===== config.mk =====
export PLATFORM = sky130hd
export DESIGN_NAME = pbus_master
export DESIGN_NICKNAME = d
export VERILOG_FILES = /design/src/rtl/pbus_pkg.sv /design/src/rtl/pbus_seq.sv /design/src/rtl/pbus_pins.sv /design/src/rtl/pbus_master.sv
export SDC_FILE = /design/constraint.sdc
export NUM_CORES = 1
export LEC_CHECK = 0
export BUFFER_PORTS_ARGS = -buffer_cell sky130_fd_sc_hd__buf_4
export CORE_ASPECT_RATIO = 0.5
export CORE_MARGIN = 5
export CORE_UTILIZATION = 25
export DETAILED_ROUTE_END_ITERATION = 12
export REMOVE_ABC_BUFFERS = 1
export SLEW_MARGIN = 20
export SYNTH_ARGS = -nofsm -noshare
export SYNTH_HDL_FRONTEND = slang
export SYNTH_SLANG_ARGS = --single-unit
export TNS_END_PERCENT = 30

===== constraint.sdc =====
create_clock -name clk_i -period 4.6 [get_ports clk_i]
set_input_delay 0.69 -clock clk_i [delete_from_list [all_inputs] [get_ports clk_i]]
set_output_delay 0.69 -clock clk_i [all_outputs]
set_load 0.01 [all_outputs]

===== src/rtl/pbus_pkg.sv =====
package pbus_pkg;

  typedef enum logic [2:0] {
    PH_IDLE  = 3'd0,
    PH_SETUP = 3'd1,
    PH_ADDR  = 3'd2,
    PH_STRB  = 3'd3,
    PH_WAIT  = 3'd4,
    PH_DATA  = 3'd5,
    PH_HOLD  = 3'd6
  } phase_e;

  typedef struct packed {
    logic [3:0] ce_setup;
    logic [3:0] adv_w;
    logic [3:0] mux_w;
    logic [3:0] we_w;
    logic [3:0] hold_w;
    logic [7:0] oe_w;
    logic [7:0] wait_w;
    logic       mux_en;
    logic       rdy_early;
  } timing_t;

endpackage


===== src/rtl/pbus_seq.sv =====
module pbus_seq
  import pbus_pkg::*;
#(
  parameter int AW     = 28,
  parameter int DW     = 32,
  parameter int TO_CYC = 256
) (
  input  logic          clk_i,
  input  logic          rst_ni,
  input  logic          req_valid_i,
  input  logic          req_write_i,
  input  logic [AW-1:0] req_addr_i,
  input  logic [DW-1:0] req_wdata_i,
  input  timing_t       tm_i,
  input  logic          rdy_act_i,
  input  logic [DW-1:0] rd_data_i,
  output logic          cs_act_o,
  output logic          adv_act_o,
  output logic          we_act_o,
  output logic          oe_act_o,
  output logic          ad_addr_o,
  output logic          ad_wdata_o,
  output logic [AW-1:0] addr_o,
  output logic [DW-1:0] wdata_o,
  output logic [DW-1:0] rdata_o,
  output logic          ack_o,
  output logic          err_o
);

  localparam int TOW = $clog2(TO_CYC + 1);

  phase_e        ph_q, nxt_ph;
  logic [7:0]    cnt_q, lim;
  logic          last, armed_q, write_q, err_q, to_done, strobe_ph;
  logic [TOW-1:0] to_q;
  logic [AW-1:0] addr_q;
  logic [DW-1:0] wdata_q, rdata_q;
  logic [3:0]    addr_lim;

  // address phase covers the longer of adv and muxed address
  assign addr_lim = (tm_i.mux_en && (tm_i.mux_w > tm_i.adv_w)) ? tm_i.mux_w : tm_i.adv_w;

  always_comb begin
    case (ph_q)
      PH_SETUP: lim = {4'd0, tm_i.ce_setup};
      PH_ADDR:  lim = {4'd0, addr_lim};
      PH_STRB:  lim = write_q ? {4'd0, tm_i.we_w} : tm_i.oe_w;
      PH_WAIT:  lim = tm_i.wait_w;
      PH_HOLD:  lim = {4'd0, tm_i.hold_w};
      default:  lim = 8'd0;
    endcase
  end

  always_comb begin
    case (ph_q)
      PH_SETUP: nxt_ph = PH_ADDR;
      PH_ADDR:  nxt_ph = PH_STRB;
      PH_STRB:  nxt_ph = PH_WAIT;
      default:  nxt_ph = PH_IDLE;
    endcase
  end

  assign last    = (cnt_q == lim);
  assign to_done = (to_q == TOW'(TO_CYC - 1));

  always_ff @(posedge clk_i or negedge rst_ni) begin
    if (!rst_ni) begin
      ph_q    <= PH_IDLE;
      cnt_q   <= '0;
      armed_q <= 1'b0;
      write_q <= 1'b0;
      err_q   <= 1'b0;
      to_q    <= '0;
      addr_q  <= '0;
      wdata_q <= '0;
      rdata_q <= '0;
    end else begin
      case (ph_q)
        PH_IDLE: begin
          if (req_valid_i) begin
            ph_q    <= PH_SETUP;
            cnt_q   <= '0;
            write_q <= req_write_i;
            addr_q  <= req_addr_i;
            wdata_q <= req_wdata_i;
            err_q   <= 1'b0;
            armed_q <= 1'b0;
            to_q    <= '0;
          end
        end
        PH_WAIT: begin
          if (!armed_q) begin
            if (last) armed_q <= 1'b1;
            else cnt_q <= cnt_q + 8'd1;
          end else if (rdy_act_i) begin
            if (tm_i.rdy_early) begin
              ph_q <= PH_DATA;
            end else begin
              if (!write_q) rdata_q <= rd_data_i;
              ph_q  <= PH_HOLD;
              cnt_q <= '0;
            end
          end else if (to_done) begin
            err_q <= 1'b1;
            ph_q  <= PH_HOLD;
            cnt_q <= '0;
          end else begin
            to_q <= to_q + TOW'(1);
          end
        end
        PH_DATA: begin
          if (!write_q) rdata_q <= rd_data_i;
          ph_q  <= PH_HOLD;
          cnt_q <= '0;
        end
        default: begin
          if (last) begin
            ph_q  <= nxt_ph;
            cnt_q <= '0;
          end else begin
            cnt_q <= cnt_q + 8'd1;
          end
        end
      endcase
    end
  end

  assign strobe_ph  = (ph_q == PH_STRB) || (ph_q == PH_WAIT) || (ph_q == PH_DATA);
  assign cs_act_o   = (ph_q != PH_IDLE) && (ph_q != PH_SETUP);
  assign adv_act_o  = (ph_q == PH_ADDR) && (cnt_q <= {4'd0, tm_i.adv_w});
  assign we_act_o   = strobe_ph && write_q;
  assign oe_act_o   = strobe_ph && !write_q;
  assign ad_addr_o  = (ph_q == PH_ADDR) && tm_i.mux_en && (cnt_q <= {4'd0, tm_i.mux_w});
  assign ad_wdata_o = write_q && (strobe_ph || (ph_q == PH_HOLD));
  assign addr_o     = (ph_q != PH_IDLE) ? addr_q : '0;
  assign wdata_o    = wdata_q;
  assign rdata_o    = rdata_q;
  assign ack_o      = (ph_q == PH_HOLD) && last;
  assign err_o      = ack_o && err_q;

  assert_ack_pulse_R1: assert property (@(posedge clk_i) disable iff (!rst_ni)
    ack_o |=> !ack_o);

  assert_adv_no_strobe_R3: assert property (@(posedge clk_i) disable iff (!rst_ni)
    adv_act_o |-> (cs_act_o && !we_act_o && !oe_act_o));

  assert_cs_hold_R8: assert property (@(posedge clk_i) disable iff (!rst_ni)
    $fell(we_act_o || oe_act_o) |-> cs_act_o);

  assert_ready_no_err_R12: assert property (@(posedge clk_i) disable iff (!rst_ni)
    (ph_q == PH_WAIT && armed_q && rdy_act_i) |=> !err_q);

endmodule


===== src/rtl/pbus_pins.sv =====
module pbus_pins #(
  parameter int AW = 28,
  parameter int DW = 32
) (
  input  logic          clk_i,
  input  logic          rst_ni,
  input  logic          cs_act_i,
  input  logic          adv_act_i,
  input  logic          we_act_i,
  input  logic          oe_act_i,
  input  logic          ad_addr_i,
  input  logic          ad_wdata_i,
  input  logic [AW-1:0] addr_i,
  input  logic [DW-1:0] wdata_i,
  input  logic          wide_i,
  input  logic          cs_inv_i,
  input  logic          adv_inv_i,
  input  logic          stb_inv_i,
  input  logic          rdy_inv_i,
  input  logic [DW-1:0] bus_ad_i,
  input  logic          bus_rdy_i,
  output logic          bus_cs_o,
  output logic          bus_adv_o,
  output logic          bus_we_o,
  output logic          bus_oe_o,
  output logic [AW-1:0] bus_addr_o,
  output logic [DW-1:0] bus_ad_o,
  output logic [DW-1:0] bus_ad_oe_o,
  output logic [DW-1:0] rd_data_o,
  output logic          rdy_act_o
);

  localparam int NW = DW / 2;
  localparam int NL = DW / NW;

  logic [DW-1:0] aval, dval;
  logic          drive;

  // invert bit set = active high
  assign bus_cs_o   = cs_inv_i  ? cs_act_i  : !cs_act_i;
  assign bus_adv_o  = adv_inv_i ? adv_act_i : !adv_act_i;
  assign bus_we_o   = stb_inv_i ? we_act_i  : !we_act_i;
  assign bus_oe_o   = stb_inv_i ? oe_act_i  : !oe_act_i;
  assign rdy_act_o  = rdy_inv_i ? bus_rdy_i : !bus_rdy_i;
  assign bus_addr_o = addr_i;

  assign aval  = DW'(addr_i);
  assign dval  = ad_addr_i ? aval : wdata_i;
  assign drive = ad_addr_i || ad_wdata_i;

  for (genvar g = 0; g < NL; g++) begin : g_lane
    localparam bit BASE_LANE = (g == 0);
    logic lane_on;
    assign lane_on = BASE_LANE || wide_i;
    assign bus_ad_oe_o[g*NW +: NW] = {NW{drive && lane_on}};
    assign bus_ad_o[g*NW +: NW]    = (drive && lane_on) ? dval[g*NW +: NW] : '0;
    assign rd_data_o[g*NW +: NW]   = lane_on ? bus_ad_i[g*NW +: NW] : '0;
  end

  assert_read_release_R9: assert property (@(posedge clk_i) disable iff (!rst_ni)
    oe_act_i |-> (bus_ad_oe_o == '0));

  assert_narrow_lanes_R10: assert property (@(posedge clk_i) disable iff (!rst_ni)
    !wide_i |-> (bus_ad_oe_o[DW-1:NW] == '0));

endmodule


===== src/rtl/pbus_master.sv =====
module pbus_master
  import pbus_pkg::*;
#(
  parameter int AW     = 28,
  parameter int DW     = 32,
  parameter int TO_CYC = 256
) (
  input  logic          clk_i,
  input  logic          rst_ni,
  input  logic          req_valid_i,
  input  logic          req_write_i,
  input  logic [AW-1:0] req_addr_i,
  input  logic [DW-1:0] req_wdata_i,
  output logic          req_ack_o,
  output logic [DW-1:0] rsp_rdata_o,
  output logic          rsp_err_o,
  input  logic          cfg_wide_i,
  input  logic          cfg_mux_i,
  input  logic          cfg_rdy_early_i,
  input  logic          cfg_rdy_inv_i,
  input  logic          cfg_adv_inv_i,
  input  logic          cfg_stb_inv_i,
  input  logic          cfg_cs_inv_i,
  input  logic [3:0]    cfg_ce_setup_i,
  input  logic [3:0]    cfg_adv_w_i,
  input  logic [3:0]    cfg_mux_w_i,
  input  logic [3:0]    cfg_we_w_i,
  input  logic [3:0]    cfg_hold_w_i,
  input  logic [7:0]    cfg_oe_w_i,
  input  logic [7:0]    cfg_wait_w_i,
  output logic          bus_cs_o,
  output logic          bus_adv_o,
  output logic          bus_we_o,
  output logic          bus_oe_o,
  output logic [AW-1:0] bus_addr_o,
  output logic [DW-1:0] bus_ad_o,
  output logic [DW-1:0] bus_ad_oe_o,
  input  logic [DW-1:0] bus_ad_i,
  input  logic          bus_rdy_i
);

  timing_t       tm;
  logic          cs_act, adv_act, we_act, oe_act, ad_addr, ad_wdata, rdy_act;
  logic [AW-1:0] addr;
  logic [DW-1:0] wdata, rd_data;

  assign tm = '{ce_setup: cfg_ce_setup_i, adv_w: cfg_adv_w_i, mux_w: cfg_mux_w_i,
                we_w: cfg_we_w_i, hold_w: cfg_hold_w_i, oe_w: cfg_oe_w_i,
                wait_w: cfg_wait_w_i, mux_en: cfg_mux_i, rdy_early: cfg_rdy_early_i};

  pbus_seq #(.AW(AW), .DW(DW), .TO_CYC(TO_CYC)) u_seq (
    .clk_i       (clk_i),
    .rst_ni      (rst_ni),
    .req_valid_i (req_valid_i),
    .req_write_i (req_write_i),
    .req_addr_i  (req_addr_i),
    .req_wdata_i (req_wdata_i),
    .tm_i        (tm),
    .rdy_act_i   (rdy_act),
    .rd_data_i   (rd_data),
    .cs_act_o    (cs_act),
    .adv_act_o   (adv_act),
    .we_act_o    (we_act),
    .oe_act_o    (oe_act),
    .ad_addr_o   (ad_addr),
    .ad_wdata_o  (ad_wdata),
    .addr_o      (addr),
    .wdata_o     (wdata),
    .rdata_o     (rsp_rdata_o),
    .ack_o       (req_ack_o),
    .err_o       (rsp_err_o)
  );

  pbus_pins #(.AW(AW), .DW(DW)) u_pins (
    .clk_i       (clk_i),
    .rst_ni      (rst_ni),
    .cs_act_i    (cs_act),
    .adv_act_i   (adv_act),
    .we_act_i    (we_act),
    .oe_act_i    (oe_act),
    .ad_addr_i   (ad_addr),
    .ad_wdata_i  (ad_wdata),
    .addr_i      (addr),
    .wdata_i     (wdata),
    .wide_i      (cfg_wide_i),
    .cs_inv_i    (cfg_cs_inv_i),
    .adv_inv_i   (cfg_adv_inv_i),
    .stb_inv_i   (cfg_stb_inv_i),
    .rdy_inv_i   (cfg_rdy_inv_i),
    .bus_ad_i    (bus_ad_i),
    .bus_rdy_i   (bus_rdy_i),
    .bus_cs_o    (bus_cs_o),
    .bus_adv_o   (bus_adv_o),
    .bus_we_o    (bus_we_o),
    .bus_oe_o    (bus_oe_o),
    .bus_addr_o  (bus_addr_o),
    .bus_ad_o    (bus_ad_o),
    .bus_ad_oe_o (bus_ad_oe_o),
    .rd_data_o   (rd_data),
    .rdy_act_o   (rdy_act)
  );

endmodule


==> results.md <==
- Area delta synth->final: 43.3%
- Path type of the worst min-delay path: input pin to asynchronous set/reset pin
- Via/cell ratio: 4.49
- Die width: 235 um
- Antenna viol nets, final: 0
- Post-synthesis register bit count: 115
- P_sw: 2.22 mW
- Via count: 5389
- Layout cells sized above 1: 47.7%
- Gr usage total: 13.8%
- Pint: 3.71 mW
- Die area: 0.0289 mm^2
- Max-slew violations: 0
- Total core area: 0.0251 mm^2
- Num CTS Buffers: 17
- Syn_area_per_cell: 10.4 um^2
- Max Cap Viol: 0
- Cell area after synthesis: 0.00635 mm^2
- Die Y: 123 um
- Site row count: 41
- Root Driver: clkbuf_16
- Clk_lat worst skew: 410 ps
- # clock sinks: 115
- Clock-pin slew on the worst setup and hold paths: 60 ps
- Critical path arrival: 3340 ps
- Leak: 4.34 nW
- Main flop type after synthesis: dfrtp_1
- Port Buffers: 269
- Syn Inst Count: 608
- Reg2Reg Setup Slack: 1480 ps
- Post-CTS Resized: 0
- Critical path class: flip-flop to primary output
- RSZ-0062 raised after global routing: no
- Worst Skew: 7.54 ps
- CTS tree: yes
- Wire per inst: 17.2 um
- CP Capture Type: primary output
- Synthesis warning total: 0
- Hold-fix buffers, CTS: 0
- Setup ws final: 574 ps
- Crit-path max FO: 15
- Status: finished clean
- Peak VDD IR: 0.252 mV
- RR Startpoint: u_seq.ph_q[1]
- Most common cell after layout, fill and taps aside: buf_4
- Total Nets Final: 998
- Clock Power Share: 22.7%
- IO Pins: 270
- CP Launch Type: flip-flop
- Drt pass-1 iters: 4
- Clk buf depth: 2
- Initial antenna violation count: 0
- Worst-Margin Slew: 934 ps
- First-pass GRT wire length: 31.1 mm
- Final critical-path share of the clock period: 87.5%
- H-Tree Depth: 4
- Slew headroom: 37.6%
- Setup crit end: rsp_err_o
- Reg2Reg Depth: 10
- Pwr dens: 650 mW/mm^2
- Power share of the combinational group: 47.4%
- Sequential area share after synthesis: 45.3%
- Shortest period the worst path allows: 4030 ps
- Antenna diodes: 0
- Sequential power share: 30.0%
- Final setup violation count: 0
- Final WL: 20.7 mm
- Setup Buffers After CTS: 0
- Critical Path RT: 3910 ps
- Starting Density: 25.3%
- Share of async-settable or async-resettable flops after synthesis: 100%
- Worst r2r dst: u_seq.cnt_q[2]
- EDFF count, synth: 0
- Most frequent cells in the layout: buf_4 (280), dfrtp_1 (115), mux2_2 (78)
- Hpwl dp: 15.8 mm
- DRC violations left: 0
- Switching share of power: 37.4%
- Vias in the first global route: 5515
- Largest net degree at the start of global routing: 59
- Post-route setup TNS: 0 ps
- Critical path origin: u_seq.ph_q[1]
- DR iter-0 viols: 327
- Library cells used by synthesis: 55
- Fmax: 248 MHz
- Remaining global-route overflow: 0
- Hold Violations, Final: 0
- RD Place Congestion: 0.877
- Place WS: 719 ps
-- sequential cells by signal, indices dropped and copies added (netlist names) --
register	count
u_seq.addr_q	28
u_seq.armed_q	1
u_seq.cnt_q	8
u_seq.err_q	1
u_seq.ph_q	3
u_seq.rdata_o	32
u_seq.to_q	9
u_seq.wdata_o	32
u_seq.write_q	1
-- per-layer routing --
layer	wire length (um)	vias up	global-route usage, %	share of wire [%]
met5	0	-	0	0
met4	479	0	5.76	2.3
met3	549	26	2.72	2.7
met2	10900	88	24.1	53
met1	8780	2695	16.9	42
li1	-	2580	-	-
-- how the worst min path moves through the flow --
stage	slack [ps]	cells after the start	startpoint	endpoint
final	330	1	rst_ni	u_seq.wdata_o[5]
after floorplan	390	0	rst_ni	u_seq.addr_q[0]
after detailed placement	470	2	u_seq.rdata_o[29]	u_seq.rdata_o[29]
after global routing	380	1	rst_ni	u_seq.addr_q[1]
after global placement	470	2	u_seq.rdata_o[30]	u_seq.rdata_o[30]
after CTS	330	1	rst_ni	u_seq.addr_q[1]
-- synth_stat cells, types with 3 or more instances --
master     count  area [um^2]
ha_1          15          188
a22o_1        16          140
nand2_1       77          289
o21ai_0       31          155
nor2b_1        3         18.8
a21oi_1       25          125
xnor2_1       12          105
mux2_2        78          878
dfrtp_1      115         2880
nand2b_1       6         37.5
nor3b_1        6         45.0
buf_4         33          248
inv_1         15         56.3
nor3_1         4         20.0
nand4_1        6         37.5
clkbuf_1      27          101
nor2_1        21         78.8
and3_1         5         31.3
nand3_1       10         50.1
xor2_1        12          105
a22oi_1        3         22.5
mux2i_1        6         60.1
o2bb2ai_1      8         70.1
o22ai_1        3         18.8
a211oi_1       3         22.5
and2_1        29          181
-- stage by stage --
stage	hold slack [ps]	instance area, um^2	util, %	power, mW	cells
finish	332	9110	36.3	5.92	1200
global route	379	9110	36.3	6.30	1200
detailed placement	472	8510	33.9	4.62	1168
global placement	466	8510	33.9	4.57	1168
CTS	332	9110	36.3	6.00	1200
floorplan	394	5970	-	3.18	544
-- cell type report --
type                       count  area (um^2)
fill                        2534        16000
multi-input combinational    414         3040
sequential                   115         2880
timing repair buffer         280         2100
tap                          344          430
clock buffer                  17          425
clock inverter                15          171
inverter                      15         56.3
-- worst max-delay path: stages, from the launching register on --
cell       delay [ps]
dfrtp_1           550
buf_4             270
nor2_1             60
a2111oi_0         590
buf_4             220
a2111oi_0          80
nor3b_1           200
a221oi_2          260
and4_4            300
nand2_2            90
nor3_1            150
buf_4             150
-- power groups by stage --
stage	Sequential [mW]	Clock, mW	Combinational [mW]
CTS	1.77	1.38	2.85
global route	1.83	1.43	3.04
finish	1.77	1.34	2.81
detailed placement	1.79	0	2.83
global placement	1.77	0	2.81
floorplan	1.76	0	1.42
-- cell families after synthesis --
kind of cell             share of synthesized area [%]
buffers and inverters                             6.89
AO/OA/AOI/OAI                                     12.1
multiplexers                                      15.0
XOR/XNOR                                          3.31
adder cells (fa/ha/maj)                           2.95
AND/OR/NAND/NOR                                   14.5
flip-flops                                        45.3
No activity file was read; power rests on OpenSTA's default activity.
